--- config.mk ---
export PLATFORM = sky130hd
export DESIGN_NAME = tx_ring_gather
export DESIGN_NICKNAME = d
export VERILOG_FILES = /design/src/rtl/tx_gather_pkg.sv /design/src/rtl/tx_ring_step.sv /design/src/rtl/tx_len_sat.sv /design/src/rtl/tx_byte_lane.sv /design/src/rtl/tx_ring_gather.sv
export SDC_FILE = /design/constraint.sdc
export NUM_CORES = 1
export LEC_CHECK = 0
export BUFFER_PORTS_ARGS = -buffer_cell sky130_fd_sc_hd__buf_2
export CAP_MARGIN = 20
export CORE_AREA = 5 5 217 156
export CTS_CLUSTER_SIZE = 40
export DETAILED_ROUTE_END_ITERATION = 7
export DIE_AREA = 0 0 222 161
export PLACE_DENSITY = 0.8
export SYNTH_ARGS = -nofsm -noshare
export SYNTH_HDL_FRONTEND = slang
export SYNTH_HIERARCHICAL = 1
export SYNTH_SLANG_ARGS = --single-unit
--- constraint.sdc ---
create_clock -name clk_i -period 13.26 [get_ports clk_i]
set_input_delay 2.652 -clock clk_i [delete_from_list [all_inputs] [get_ports clk_i]]
set_output_delay 2.652 -clock clk_i [all_outputs]
set_load 0.005 [all_outputs]
--- src/rtl/tx_gather_pkg.sv ---
package tx_gather_pkg;
  localparam int OWN_B = 31;
  localparam int STP_B = 25;
  localparam int ENP_B = 24;
  localparam int LEN_W = 12;

  typedef enum logic [3:0] {
    S_IDLE, S_TRY, S_PS_RD, S_PS_CHK, S_D_STAT, S_D_ADDR,
    S_D_CHK, S_D_WORD, S_D_BYTE, S_D_REL, S_D_NEXT, S_F_REL
  } gst_e;

  // length field is stored negated
  function automatic logic [LEN_W-1:0] buf_len(input logic [31:0] stat);
    logic [LEN_W-1:0] f;
    f = stat[LEN_W-1:0];
    return ~f + LEN_W'(1);
  endfunction
endpackage

--- src/rtl/tx_ring_step.sv ---
module tx_ring_step #(
  parameter int IDX_W = 9
) (
  input  logic [IDX_W-1:0] idx_i,
  input  logic [IDX_W:0]   len_i,
  output logic [IDX_W-1:0] nxt_o
);
  logic [IDX_W:0] inc;
  assign inc   = {1'b0, idx_i} + (IDX_W+1)'(1);
  assign nxt_o = (inc >= len_i) ? '0 : inc[IDX_W-1:0];
endmodule

--- src/rtl/tx_len_sat.sv ---
module tx_len_sat #(
  parameter int TOT_W = 12,
  parameter int ADD_W = 12,
  parameter int MAX   = 2048
) (
  input  logic [TOT_W-1:0] acc_i,
  input  logic [ADD_W-1:0] add_i,
  output logic [TOT_W-1:0] sum_o
);
  localparam int SUM_W = ((TOT_W > ADD_W) ? TOT_W : ADD_W) + 1;
  logic [SUM_W-1:0] s;
  assign s     = SUM_W'(acc_i) + SUM_W'(add_i);
  assign sum_o = (s > SUM_W'(MAX)) ? TOT_W'(MAX) : s[TOT_W-1:0];
endmodule

--- src/rtl/tx_byte_lane.sv ---
module tx_byte_lane (
  input  logic [31:0] word_i,
  input  logic [1:0]  sel_i,
  output logic [7:0]  byte_o
);
  assign byte_o = word_i[{sel_i, 3'b000} +: 8];
endmodule

--- src/rtl/tx_ring_gather.sv ---
module tx_ring_gather
  import tx_gather_pkg::*;
#(
  parameter int MAX_RING_LOG2 = 9,
  parameter int PASS_FRAMES   = 16,
  parameter int MAX_FRAME     = 2048
) (
  input  logic        clk_i,
  input  logic        rst_ni,
  input  logic [31:0] ring_base_i,
  input  logic [3:0]  ring_log2_i,
  input  logic        style_i,
  input  logic        tx_on_i,
  input  logic        demand_i,
  input  logic        poll_i,
  output logic        mem_req_o,
  output logic        mem_we_o,
  output logic [31:0] mem_addr_o,
  output logic [31:0] mem_wdata_o,
  input  logic        mem_ack_i,
  input  logic [31:0] mem_rdata_i,
  output logic        out_valid_o,
  output logic [7:0]  out_data_o,
  output logic        out_last_o,
  input  logic        out_ready_i,
  output logic        tx_int_o,
  output logic        underflow_o
);
  localparam int IDX_W = MAX_RING_LOG2;
  localparam int TOT_W = $clog2(MAX_FRAME + 1);
  localparam int FRM_W = $clog2(PASS_FRAMES + 1);
  localparam logic [31:0] CLR_OWN = ~(32'd1 << OWN_B);

  gst_e             state_q;
  logic [IDX_W-1:0] pos_q, scan_q, first_q, pos_nxt, scan_nxt;
  logic [IDX_W:0]   steps_q, steps_inc, ring_len;
  logic [FRM_W-1:0] frames_q;
  logic [TOT_W-1:0] tot_q, sent_q, tot_sum;
  logic [TOT_W:0]   sent_inc;
  logic [LEN_W-1:0] rem_q;
  logic [31:0]      baddr_q, word_q, stat_q, first_stat_q;
  logic [31:0]      pos_da, scan_da, first_da;
  logic [3:0]       eff_log2;
  logic             last_byte;
  gst_e             rel_st;

  assign eff_log2  = (ring_log2_i > 4'(MAX_RING_LOG2)) ? 4'(MAX_RING_LOG2) : ring_log2_i;
  assign ring_len  = (IDX_W+1)'(1) << eff_log2;
  assign steps_inc = steps_q + (IDX_W+1)'(1);
  assign sent_inc  = {1'b0, sent_q} + (TOT_W+1)'(1);
  assign last_byte = (sent_inc == {1'b0, tot_q});
  assign rel_st    = stat_q[STP_B] ? S_D_NEXT : S_D_REL;

  assign pos_da   = ring_base_i + 32'({pos_q, 4'b0000});
  assign scan_da  = ring_base_i + 32'({scan_q, 4'b0000});
  assign first_da = ring_base_i + 32'({first_q, 4'b0000});

  tx_ring_step #(.IDX_W(IDX_W)) u_pos_step  (.idx_i(pos_q),  .len_i(ring_len), .nxt_o(pos_nxt));
  tx_ring_step #(.IDX_W(IDX_W)) u_scan_step (.idx_i(scan_q), .len_i(ring_len), .nxt_o(scan_nxt));

  tx_len_sat #(.TOT_W(TOT_W), .ADD_W(LEN_W), .MAX(MAX_FRAME)) u_len_sat (
    .acc_i(tot_q), .add_i(buf_len(stat_q)), .sum_o(tot_sum)
  );

  tx_byte_lane u_lane (.word_i(word_q), .sel_i(baddr_q[1:0]), .byte_o(out_data_o));

  assign out_valid_o = (state_q == S_D_BYTE);
  assign out_last_o  = out_valid_o && last_byte;

  always_comb begin
    mem_req_o   = 1'b0;
    mem_we_o    = 1'b0;
    mem_addr_o  = pos_da + 32'd4;
    mem_wdata_o = stat_q & CLR_OWN;
    unique case (state_q)
      S_PS_RD:  begin mem_req_o = 1'b1; mem_addr_o = scan_da + 32'd4; end
      S_D_STAT: mem_req_o = 1'b1;
      S_D_ADDR: begin mem_req_o = 1'b1; mem_addr_o = pos_da + (style_i ? 32'd8 : 32'd0); end
      S_D_WORD: begin mem_req_o = 1'b1; mem_addr_o = {baddr_q[31:2], 2'b00}; end
      S_D_REL:  begin mem_req_o = 1'b1; mem_we_o = 1'b1; end
      S_F_REL: begin
        mem_req_o   = 1'b1;
        mem_we_o    = 1'b1;
        mem_addr_o  = first_da + 32'd4;
        mem_wdata_o = first_stat_q & CLR_OWN;
      end
      default: ;
    endcase
  end

  always_ff @(posedge clk_i or negedge rst_ni) begin
    if (!rst_ni) begin
      state_q      <= S_IDLE;
      pos_q        <= '0;
      scan_q       <= '0;
      first_q      <= '0;
      steps_q      <= '0;
      frames_q     <= '0;
      tot_q        <= '0;
      sent_q       <= '0;
      rem_q        <= '0;
      baddr_q      <= '0;
      word_q       <= '0;
      stat_q       <= '0;
      first_stat_q <= '0;
      tx_int_o     <= 1'b0;
      underflow_o  <= 1'b0;
    end else begin
      tx_int_o    <= 1'b0;
      underflow_o <= 1'b0;
      unique case (state_q)
        S_IDLE: if (demand_i || poll_i) begin
          frames_q <= '0;
          state_q  <= S_TRY;
        end
        S_TRY: begin
          if (frames_q == FRM_W'(PASS_FRAMES) || ring_base_i == '0 || !tx_on_i || !out_ready_i)
            state_q <= S_IDLE;
          else begin
            first_q <= pos_q;
            scan_q  <= pos_q;
            steps_q <= '0;
            tot_q   <= '0;
            state_q <= S_PS_RD;
          end
        end
        // ownership pre-scan: no side effects until the chain is complete
        S_PS_RD: if (mem_ack_i) begin
          stat_q  <= mem_rdata_i;
          state_q <= S_PS_CHK;
        end
        S_PS_CHK: begin
          if (!stat_q[OWN_B]) begin
            underflow_o <= (steps_q != '0);
            state_q     <= S_IDLE;
          end else begin
            if (steps_q == '0) first_stat_q <= stat_q;
            tot_q   <= tot_sum;
            steps_q <= steps_inc;
            if (stat_q[ENP_B]) begin
              sent_q  <= '0;
              state_q <= S_D_STAT;
            end else if (steps_inc == ring_len) begin
              underflow_o <= 1'b1;
              state_q     <= S_IDLE;
            end else begin
              scan_q  <= scan_nxt;
              state_q <= S_PS_RD;
            end
          end
        end
        S_D_STAT: if (mem_ack_i) begin
          stat_q  <= mem_rdata_i;
          state_q <= S_D_ADDR;
        end
        S_D_ADDR: if (mem_ack_i) begin
          baddr_q <= mem_rdata_i;
          rem_q   <= buf_len(stat_q);
          state_q <= S_D_CHK;
        end
        S_D_CHK: state_q <= (rem_q == '0 || sent_q == tot_q) ? rel_st : S_D_WORD;
        S_D_WORD: if (mem_ack_i) begin
          word_q  <= mem_rdata_i;
          state_q <= S_D_BYTE;
        end
        S_D_BYTE: if (out_ready_i) begin
          sent_q  <= sent_q + TOT_W'(1);
          rem_q   <= rem_q - LEN_W'(1);
          baddr_q <= baddr_q + 32'd1;
          if (rem_q == LEN_W'(1) || last_byte) state_q <= rel_st;
          else if (baddr_q[1:0] == 2'b11)      state_q <= S_D_WORD;
        end
        S_D_REL: if (mem_ack_i) state_q <= S_D_NEXT;
        S_D_NEXT: begin
          pos_q   <= pos_nxt;
          state_q <= stat_q[ENP_B] ? S_F_REL : S_D_STAT;
        end
        S_F_REL: if (mem_ack_i) begin
          tx_int_o <= 1'b1;
          frames_q <= frames_q + FRM_W'(1);
          state_q  <= S_TRY;
        end
        default: state_q <= S_IDLE;
      endcase
    end
  end

  AST_REQ_HOLD: assert property (@(posedge clk_i) disable iff (!rst_ni)
    mem_req_o && !mem_ack_i |=> mem_req_o && $stable(mem_addr_o) && $stable(mem_we_o));
  AST_VALID_HOLD: assert property (@(posedge clk_i) disable iff (!rst_ni)
    out_valid_o && !out_ready_i |=> out_valid_o && $stable(out_data_o) && $stable(out_last_o));
  AST_WR_CLEARS_OWN: assert property (@(posedge clk_i) disable iff (!rst_ni)
    mem_req_o && mem_we_o |-> !mem_wdata_o[OWN_B]);
  AST_INT_PULSE: assert property (@(posedge clk_i) disable iff (!rst_ni)
    tx_int_o |=> !tx_int_o);
  AST_UFL_PULSE: assert property (@(posedge clk_i) disable iff (!rst_ni)
    underflow_o |=> !underflow_o && !out_valid_o);
  AST_POS_RANGE: assert property (@(posedge clk_i) disable iff (!rst_ni)
    {1'b0, pos_q} < ring_len);
  AST_FRAMES_CAP: assert property (@(posedge clk_i) disable iff (!rst_ni)
    frames_q <= FRM_W'(PASS_FRAMES));
  AST_SENT_CAP: assert property (@(posedge clk_i) disable iff (!rst_ni)
    out_valid_o |-> sent_q < tot_q);
endmodule

==> run metrics, run 1 <==
status completed; synth-to-layout area growth 10.2%; slowest CP cell nor3_1; max-cap viol count 0; die height 161 µm; Ant. Diodes 0; dpl hpwl 44500 µm; Post-Route Setup TNS 0 ps; final setup fails 0; Cell Pwr Density 212 nW/µm²; most frequent CP cell nand3_1; worst-case clock buffer depth 3; hold buffer count at CTS 0; wire length per cell 23.1 µm; max_slew headroom 0.178; Crit path max-delay family simple AND/OR/NAND/NOR gates; Via-to-Cell Ratio 6.62; commonest cells after routing, fill and taps aside nand2_1 (277), dfrtp_1 (211), nor2_1 (157); DR vias 17100; share of flip-flops with an asynchronous set or reset 1.00; first-pass GRT wire length 92000 µm; period utilization 0.719; Seq cells post-synth 211; Worst Hold Class reg2reg; mapped cell area 17100 µm²; largest net degree at the start of global routing 82; vias in the first global route 15700; most common flop cell mapped by yosys dfrtp_1; Slew @ Worst Pin 1230 ps; IO Port Bufs 152; Register Area 5280 µm²; dominant cells by area after synthesis dfrtp_1 (31%), mux2_2 (8.3%), nand2_1 (6.1%); Mapped Cells 2057; worst hold slack 502 ps; Sink Count 211; CP max FO 7; RSZ-0062 raised after global routing no; post-synth top area share 0.309; grt ovf 0; Die W 222 µm; PnR Total Power 4000 µW; Worst Path Arrival 6890 ps; Startpoint Class primary input; Setup Skew 17.3 ps; Peak Freq 105 MHz; leading cell type in the layout, fill and taps excluded nand2_1; worst-path cell chain buf_2 > ha_1 > fa_1 > a211oi_2 > nor2_1 > xor2_1 > nand3_1 > nor3_1 > nand3_1 > or4_1 > nand3_1 > o211ai_1 > buf_2; crit path kind in2out; final wirelength 59500 µm; Total Nets Final 2295; Worst setup EP type primary output; area occupied by multi-input gates 11200 µm²; peak supply drop 121 µV; Inst Count DP 2545; die area 35700 µm²; Clk Latency, worst-skew pair 520 ps; Synth area leader dfrtp_1; postcts setup bufs 0; final hold violation count 0; Detailed Route Iter0 Violations 2362; H-tree depth 1; GPL Wtd Cong 1.04; synthesized area per cell 8.32 µm²; register area share after synthesis 0.309; CTS tree built; fill cell count 2763; row count 55; 1st-pass router iterations 5; DRC violations left 0; share of layout cells above drive strength 1 0.178; clock-pin slew on the worst setup and hold paths 70 ps; I/O Pins 154; antenna violations before repair 3; Synth Warn # 6; Mapped Nets 2209; slowest cell delay on critical path 1000 ps; post-CTS sizing 0; GRT Util Overall 0.319; post-route minimum period 9540 ps; P_leak 0.00819 µW; synth unique cells 92; Max Slew Vio Count 0; ANT nets after route 0; CTS Buf Count 21; Layout Cells excl Fill 2580; WP data required 10610 ps; Starting Density 0.540; clk root buf clkbuf_16; number of synthesized flops with an enable pin 0; Buf/Inv on CP 2; Std-Cell Core Area 31700 µm²
==> layer usage <==
metal	share of wire	global-route usage	vias to the layer above
met2	0.41	0.450	993
li1	-	-	7676
met3	0.13	0.105	123
met1	0.43	0.479	8274
met5	0.00069	0	-
met4	0.025	0.0666	6
==> cell usage after synthesis (17+ instances only) <==
library cell and instances:
xnor2_1 97, mux2_2 126, and2_1 17, o21ai_0 127, a22oi_1 20, ha_1 74, and3_1 26, dfrtp_1 211
nand2_1 277, nor3_1 54, nand3_1 79, clkbuf_1 86, xor2_1 57, inv_1 56, a211oi_1 20, nor2_1 159
a21oi_1 138, nor3b_1 17, a31oi_1 19, o22ai_1 23, nor4_1 38, nand4_1 36
==> where the power goes <==
part | total (µW) | internal, µW | leakage, µW | switching, µW
Clock | 609 | 354 | 0.000327 | 255
Sequential | 1230 | 897 | 0.00270 | 331
Combinational | 2160 | 895 | 0.00516 | 1260
==> final cells by class <==
class | instances | area share
Timing Repair Buffer | 174 | 0.0506
Multi-Input combinational cell | 1679 | 0.595
Tap cell | 427 | 0.0283
Inverter | 56 | 0.0111
Clock buffer | 27 | 0.0296
Sequential cell | 211 | 0.280
Clock inverter | 6 | 0.00577
==> path summary, 6_finish.rpt <==
check / start / end / slack [ps] / cells after the start
setup / recovery: ring_base_i[4] / mem_addr_o[31] / 3720 / 13
hold / removal: rem_q[8] / rem_q[8] / 500 / 2
setup reg to reg: stat_q[0] / tot_q[3] / 8860 / 16
hold reg to reg: rem_q[8] / rem_q[8] / 500 / 2
max in group asynchronous: rst_ni / first_q[8] / 8910 / 3
min in group asynchronous: rst_ni / first_stat_q[12] / 2180 / 1
==> worst reg2reg max path, cell delays in order (launching register included) <==
cell	delay, ps
dfrtp_1	480
inv_1	160
ha_1	200
nand2_1	130
nor3_1	360
nand2_1	120
xor2_1	400
ha_1	400
o21ai_1	330
nor2_1	90
a41oi_1	300
a21oi_1	130
mux2i_1	570
o41a_1	420
nor2b_1	80
nand2_1	70
nand2_1	60
==> logic make-up (layout without fill, tap and decap cells) <==
kind of cell,Yosys count,in the layout,share of synthesized area
compound gates,507,507,0.190
xor+xnor,156,156,0.0807
fa+ha+maj,76,76,0.0565
buf+inv,167,263,0.0392
flops,211,211,0.309
mux,142,142,0.0981
other cells,1,1,0.000219
simple gates,797,797,0.226
==> state kept, by name, summed over array words and instances (netlist names), 5 cells and up <==
register / cells
word_q: 32
first_stat_q: 31
tot_q: 12
pos_q: 9
steps_q: 10
scan_q: 9
sent_q: 12
baddr_q: 32
stat_q: 32
frames_q: 5
first_q: 9
rem_q: 12
==> stage by stage <==
stage	setup slack, ps	utilization	area (µm²)
after floorplan	4530	-	17100
after global placement	3890	0.574	18200
after detailed placement	3870	0.574	18200
after CTS	3850	0.595	18800
after global routing	3590	0.596	18900
final	3720	0.596	18900
Power figures use the tool's default switching activity.
==> inputs of run 2 (changes only) <==
clock period = 9.9 ns   (was 13.26 ns; I/O delays follow)
==> run metrics, run 2 (synthesized netlist as in run 1, its figures left out) <==
status completed; wire length per cell 23.1 µm; commonest cells after routing, fill and taps aside nand2_1 (277), dfrtp_1 (211), nor2_1 (157); CP max FO 7; I/O Pins 154; worst-case clock buffer depth 3; Max Slew Vio Count 0; clk root buf clkbuf_16; worst hold slack 504 ps; final hold violation count 0; post-route minimum period 8170 ps; ANT nets after route 0; P_leak 0.00820 µW; synth-to-layout area growth 10.4%; hold buffer count at CTS 0; final wirelength 59800 µm; Total Nets Final 2296; Startpoint Class primary input; leading cell type in the layout, fill and taps excluded nand2_1; antenna violations before repair 5; Peak Freq 122 MHz; Detailed Route Iter0 Violations 2559; largest net degree at the start of global routing 140; Cell Pwr Density 283 nW/µm²; GRT Util Overall 0.321; IO Port Bufs 152; Via-to-Cell Ratio 6.62; final setup fails 0; DRC violations left 0; die height 161 µm; share of layout cells above drive strength 1 0.180; Worst Path Arrival 6190 ps; Setup Skew 13.5 ps; Top Registers baddr_q (32), stat_q (32), word_q (32); Std-Cell Core Area 31700 µm²; Starting Density 0.540; Worst Hold Class reg2reg; max-cap viol count 0; peak supply drop 158 µV; H-tree depth 1; Slew @ Worst Pin 1240 ps; RSZ-0062 raised after global routing no; dpl hpwl 44700 µm; Die W 222 µm; crit path kind in2out; first-pass GRT wire length 92500 µm; CTS tree built; Worst setup EP type primary output; Sink Count 211; GPL Wtd Cong 1.04; fill cell count 2792; post-CTS sizing 0; clock-pin slew on the worst setup and hold paths 60 ps; grt ovf 0; Clk Latency, worst-skew pair 520 ps; die area 35700 µm²; row count 55; period utilization 0.825; vias in the first global route 16000; Post-Route Setup TNS 0 ps; postcts setup bufs 0; WP data required 7920 ps; DR vias 17100; max_slew headroom 0.176; 1st-pass router iterations 7; CTS Buf Count 21
run 2: cell count changes in the layout (fill, tap and decap cells not counted), sizes merged:
| cell | delta |
|---|---|
| buf | +2 |
| clkinv | +1 |
| clkbuf | +3 |
| clkinvlp | +1 |
| diode | +2 |
| bufinv | -2 |
run 2: path summary, 6_finish.rpt:
| kind | start | endpoint | slack, ps | depth (start not counted) |
|---|---|---|---|---|
| worst max-delay path | ring_base_i[4] | mem_addr_o[31] | 1730 | 13 |
| worst min-delay path | rem_q[5] | rem_q[5] | 500 | 2 |
| worst max register to register | stat_q[0] | tot_q[0] | 5590 | 16 |
| worst min register to register | rem_q[5] | rem_q[5] | 500 | 2 |
| max in group asynchronous | rst_ni | first_q[5] | 6720 | 3 |
| min in group asynchronous | rst_ni | first_stat_q[18] | 1370 | 1 |
run 2: power breakdown:
group          leakage [µW]  switching (µW)  internal (µW)
sequential          0.00270             435           1200
clock              0.000331             357            456
combinational       0.00516            1700           1200
run 2: critical path: stages:
cell and delay (ps):
buf_2 150, ha_1 250, fa_1 430, a211oi_2 400
nor2_1 110, xor2_1 450, nand3_1 330, nor3_1 980
nand3_1 290, or4_1 480, nand3_1 100, o211ai_1 80
buf_2 160
run 2: layout make-up:
| class | instances | area (µm²) | share of cell area |
|---|---|---|---|
| Antenna cell | 2 | 5.00 | 0.000265 |
| Clock buffer | 31 | 613 | 0.0325 |
| Clock inverter | 6 | 61.3 | 0.00325 |
| Inverter | 56 | 210 | 0.0111 |
| Multi-Input combinational cell | 1679 | 11200 | 0.594 |
| Sequential cell | 211 | 5280 | 0.280 |
| Tap cell | 427 | 534 | 0.0283 |
| Timing Repair Buffer | 175 | 962 | 0.0510 |
run 2: metrics by stage:
step                setup slack (ps)  area [µm²]  utilization  total power, µW  instances
detailed placement              1870       18200        0.574             4440       2547
floorplan                       2510       17100            -             3450       2057
global route                    1500       18900        0.596             5690       2587
finish                          1730       18900        0.596             5350       2587
global placement                1880       18200        0.574             4340       2547
CTS                             1850       18800        0.595             5270       2584
run 2: per-layer routing:
metal | part of all wire | vias to the layer above | global-route usage | wire length [µm]
met5 | 0.00062 | - | 0 | 37
met4 | 0.021 | 6 | 0.0686 | 1240
met3 | 0.13 | 104 | 0.0997 | 7680
met2 | 0.41 | 944 | 0.452 | 24700
met1 | 0.44 | 8385 | 0.484 | 26100
li1 | - | 7684 | - | -
==> inputs of run 3 (changes only) <==
ABC_AREA = 1   (was not set)
CORE_AREA = 5 5 228 164   (was 5 5 217 156)
DIE_AREA = 0 0 233 169   (was 0 0 222 161)
PLACE_DENSITY = 0.83   (was 0.8)
clock period = 6.8 ns   (was 9.9 ns; I/O delays follow)
==> run metrics, run 3 <==
status completed; peak supply drop 569 µV; share of flip-flops with an asynchronous set or reset 1.00; Startpoint Class primary input; Detailed Route Iter0 Violations 3063; Crit. Startpoint ring_base_i[4]; CTS tree built; post-synth top area share 0.278; clock-pin slew on the worst setup and hold paths 60 ps; wire length per cell 19.2 µm; antenna violations before repair 6; WP data required 5440 ps; synth unique cells 56; DR vias 21000; Seq cells post-synth 211; synth-to-layout area growth 9.83%; Peak Freq 159 MHz; Synth Warn # 6; Worst R2R End baddr_q[21]; H-tree depth 1; Top Registers baddr_q (32), stat_q (32), word_q (32); FF-to-FF setup slack 3070 ps; Clk Latency, worst-skew pair 540 ps; dominant cells by area after synthesis dfrtp_1 (28%), nand2_1 (18%), inv_1 (8.1%); Via-to-Cell Ratio 5.81; clk root buf clkbuf_16; Core Util, Final 0.593; number of synthesized flops with an enable pin 0; hold buffer count at CTS 0; Mapped Cells 3017; P_leak 0.0107 µW; period utilization 0.928; CP max FO 5; fill cell count 3371; Starting Density 0.540; register area share after synthesis 0.278; Post-Route Setup TNS 0 ps; postcts setup bufs 0; Total Nets Final 3274; CTS Buf Count 22; post-route minimum period 6310 ps; top-count cell post-synth nand2_1; Worst Hold Class reg2reg; final setup fails 0; share of layout cells above drive strength 1 0.109; commonest cells after routing, fill and taps aside nand2_1 (890), inv_1 (409), o21ai_0 (295); mapped cell area 19000 µm²; max_slew headroom 0.254; Die W 233 µm; Setup Skew 27.8 ps; row count 58; Worst Path Arrival 4950 ps; GRT Util Overall 0.340; DRC violations left 0; Cell Pwr Density 426 nW/µm²; critical path endpoint mem_addr_o[13]; final wirelength 69400 µm; die area 39400 µm²; I/O Pins 154; Worst R2R Path Depth 11; Slew @ Worst Pin 1120 ps; ANT nets after route 0; final hold violation count 0; Std-Cell Core Area 35100 µm²; setup ws final 492 ps; Post-synth top cells nand2_1 (892), inv_1 (409), o21ai_0 (295), nor2_1 (267), nand3_1 (245); dpl ws 760 ps; worst hold slack 487 ps; GPL Wtd Cong 1.06; max-cap viol count 0; most common flop cell mapped by yosys dfrtp_1; Worst setup EP type primary output; most frequent CP cell nand2_1; Max Slew Vio Count 0; grt ovf 0; PnR Total Power 8880 µW; first-pass GRT wire length 106000 µm; Sink Count 211; IO Port Bufs 152; die height 169 µm; Synth area leader dfrtp_1; worst-path cell chain buf_2 > ha_1 > fa_1 > nand2_1 > nand2_1 > nand3_1 > nand2_1 > nand2_1 > nand2_1 > nor2_2 > nand2_1 > inv_1 > nand2_1 > o21ai_0 > o21ai_0 > nor2_1 > o21ai_0 > buf_2; slowest cell delay on critical path 530 ps; post-CTS sizing 0; largest net degree at the start of global routing 164; RSZ-0062 raised after global routing no; Mapped Nets 3169; Reg2Reg Launch Point state_q[3]; leading cell type in the layout, fill and taps excluded nand2_1; crit path kind in2out; synthesized area per cell 6.29 µm²; slowest CP cell fa_1; worst-case clock buffer depth 3; vias in the first global route 18900; dpl hpwl 54700 µm; 1st-pass router iterations 7
run 3: cell types whose count changed in the layout (fill, tap and decap cells not counted), moves of 20 or more:
cell,change
o21ai_0,+169
nor4_1,-27
mux2_2,-126
a21oi_1,-32
and3_1,-26
xor2_1,+30
xnor2_1,-83
nand2_1,+613
nor2_2,+33
nor2_1,+110
nand2_2,+28
a211oi_1,-20
inv_1,+354
nand3_1,+167
run 3: area by class of cell:
| class | instances | area (µm²) | area share |
|---|---|---|---|
| diodes | 5 | 12.5 | 0.000601 |
| inverters | 432 | 1630 | 0.0781 |
| clock buffers | 28 | 573 | 0.0275 |
| repair buffers | 165 | 912 | 0.0438 |
| multi-input cells | 2290 | 11700 | 0.562 |
| clock inverters | 12 | 121 | 0.00583 |
| well taps | 480 | 601 | 0.0288 |
| flip-flops and latches | 211 | 5280 | 0.254 |
run 3: where the power goes:
group	total, µW	internal [µW]	switching [µW]
Clock	1210	650	561
Combinational	5410	1790	3620
Sequential	2250	1730	526
run 3: layer usage:
metal,share of wire,vias to the layer above,GRT usage
met5,0,-,0
met4,0.028,0,0.0865
met3,0.14,149,0.111
met2,0.40,1264,0.476
met1,0.44,9727,0.506
li1,-,9896,-
run 3: metrics by stage:
step	cells	instance area, µm²
after floorplan	3017	19000
after global placement	3576	20100
after detailed placement	3577	20100
after CTS	3617	20800
after global routing	3623	20800
final	3623	20800
run 3: critical path, delay by kind of cell:
family	cells	cell delay, ps
compound gates	3	530
buf+inv	3	510
fa+ha+maj	2	880
simple gates	10	1670
run 3: how the worst min path moves through the flow:
stage | startpoint | end | slack [ps] | depth (start not counted)
2_1_floorplan | first_q[0] | first_q[0] | 450 | 2
3_3_place_gp | first_q[1] | first_q[1] | 460 | 2
4_1_cts | word_q[13] | word_q[13] | 490 | 2
5_1_grt | first_q[1] | first_q[1] | 500 | 2
3_5_place_dp | word_q[13] | word_q[13] | 470 | 2
6_report | first_stat_q[15] | first_stat_q[15] | 490 | 2
run 3: cells by family (layout without fill, tap and decap cells):
logic type | Yosys count | count (layout) | share of synthesized area
other | 1 | 6 | 0.000198
and+or+nand+nor | 1628 | 1628 | 0.379
DFF | 211 | 211 | 0.278
xor gates and xnor gates | 102 | 102 | 0.0478
adders and majority gates | 76 | 76 | 0.0509
buffers and inverters | 516 | 637 | 0.105
AOI/OAI and AO/OA | 483 | 483 | 0.138
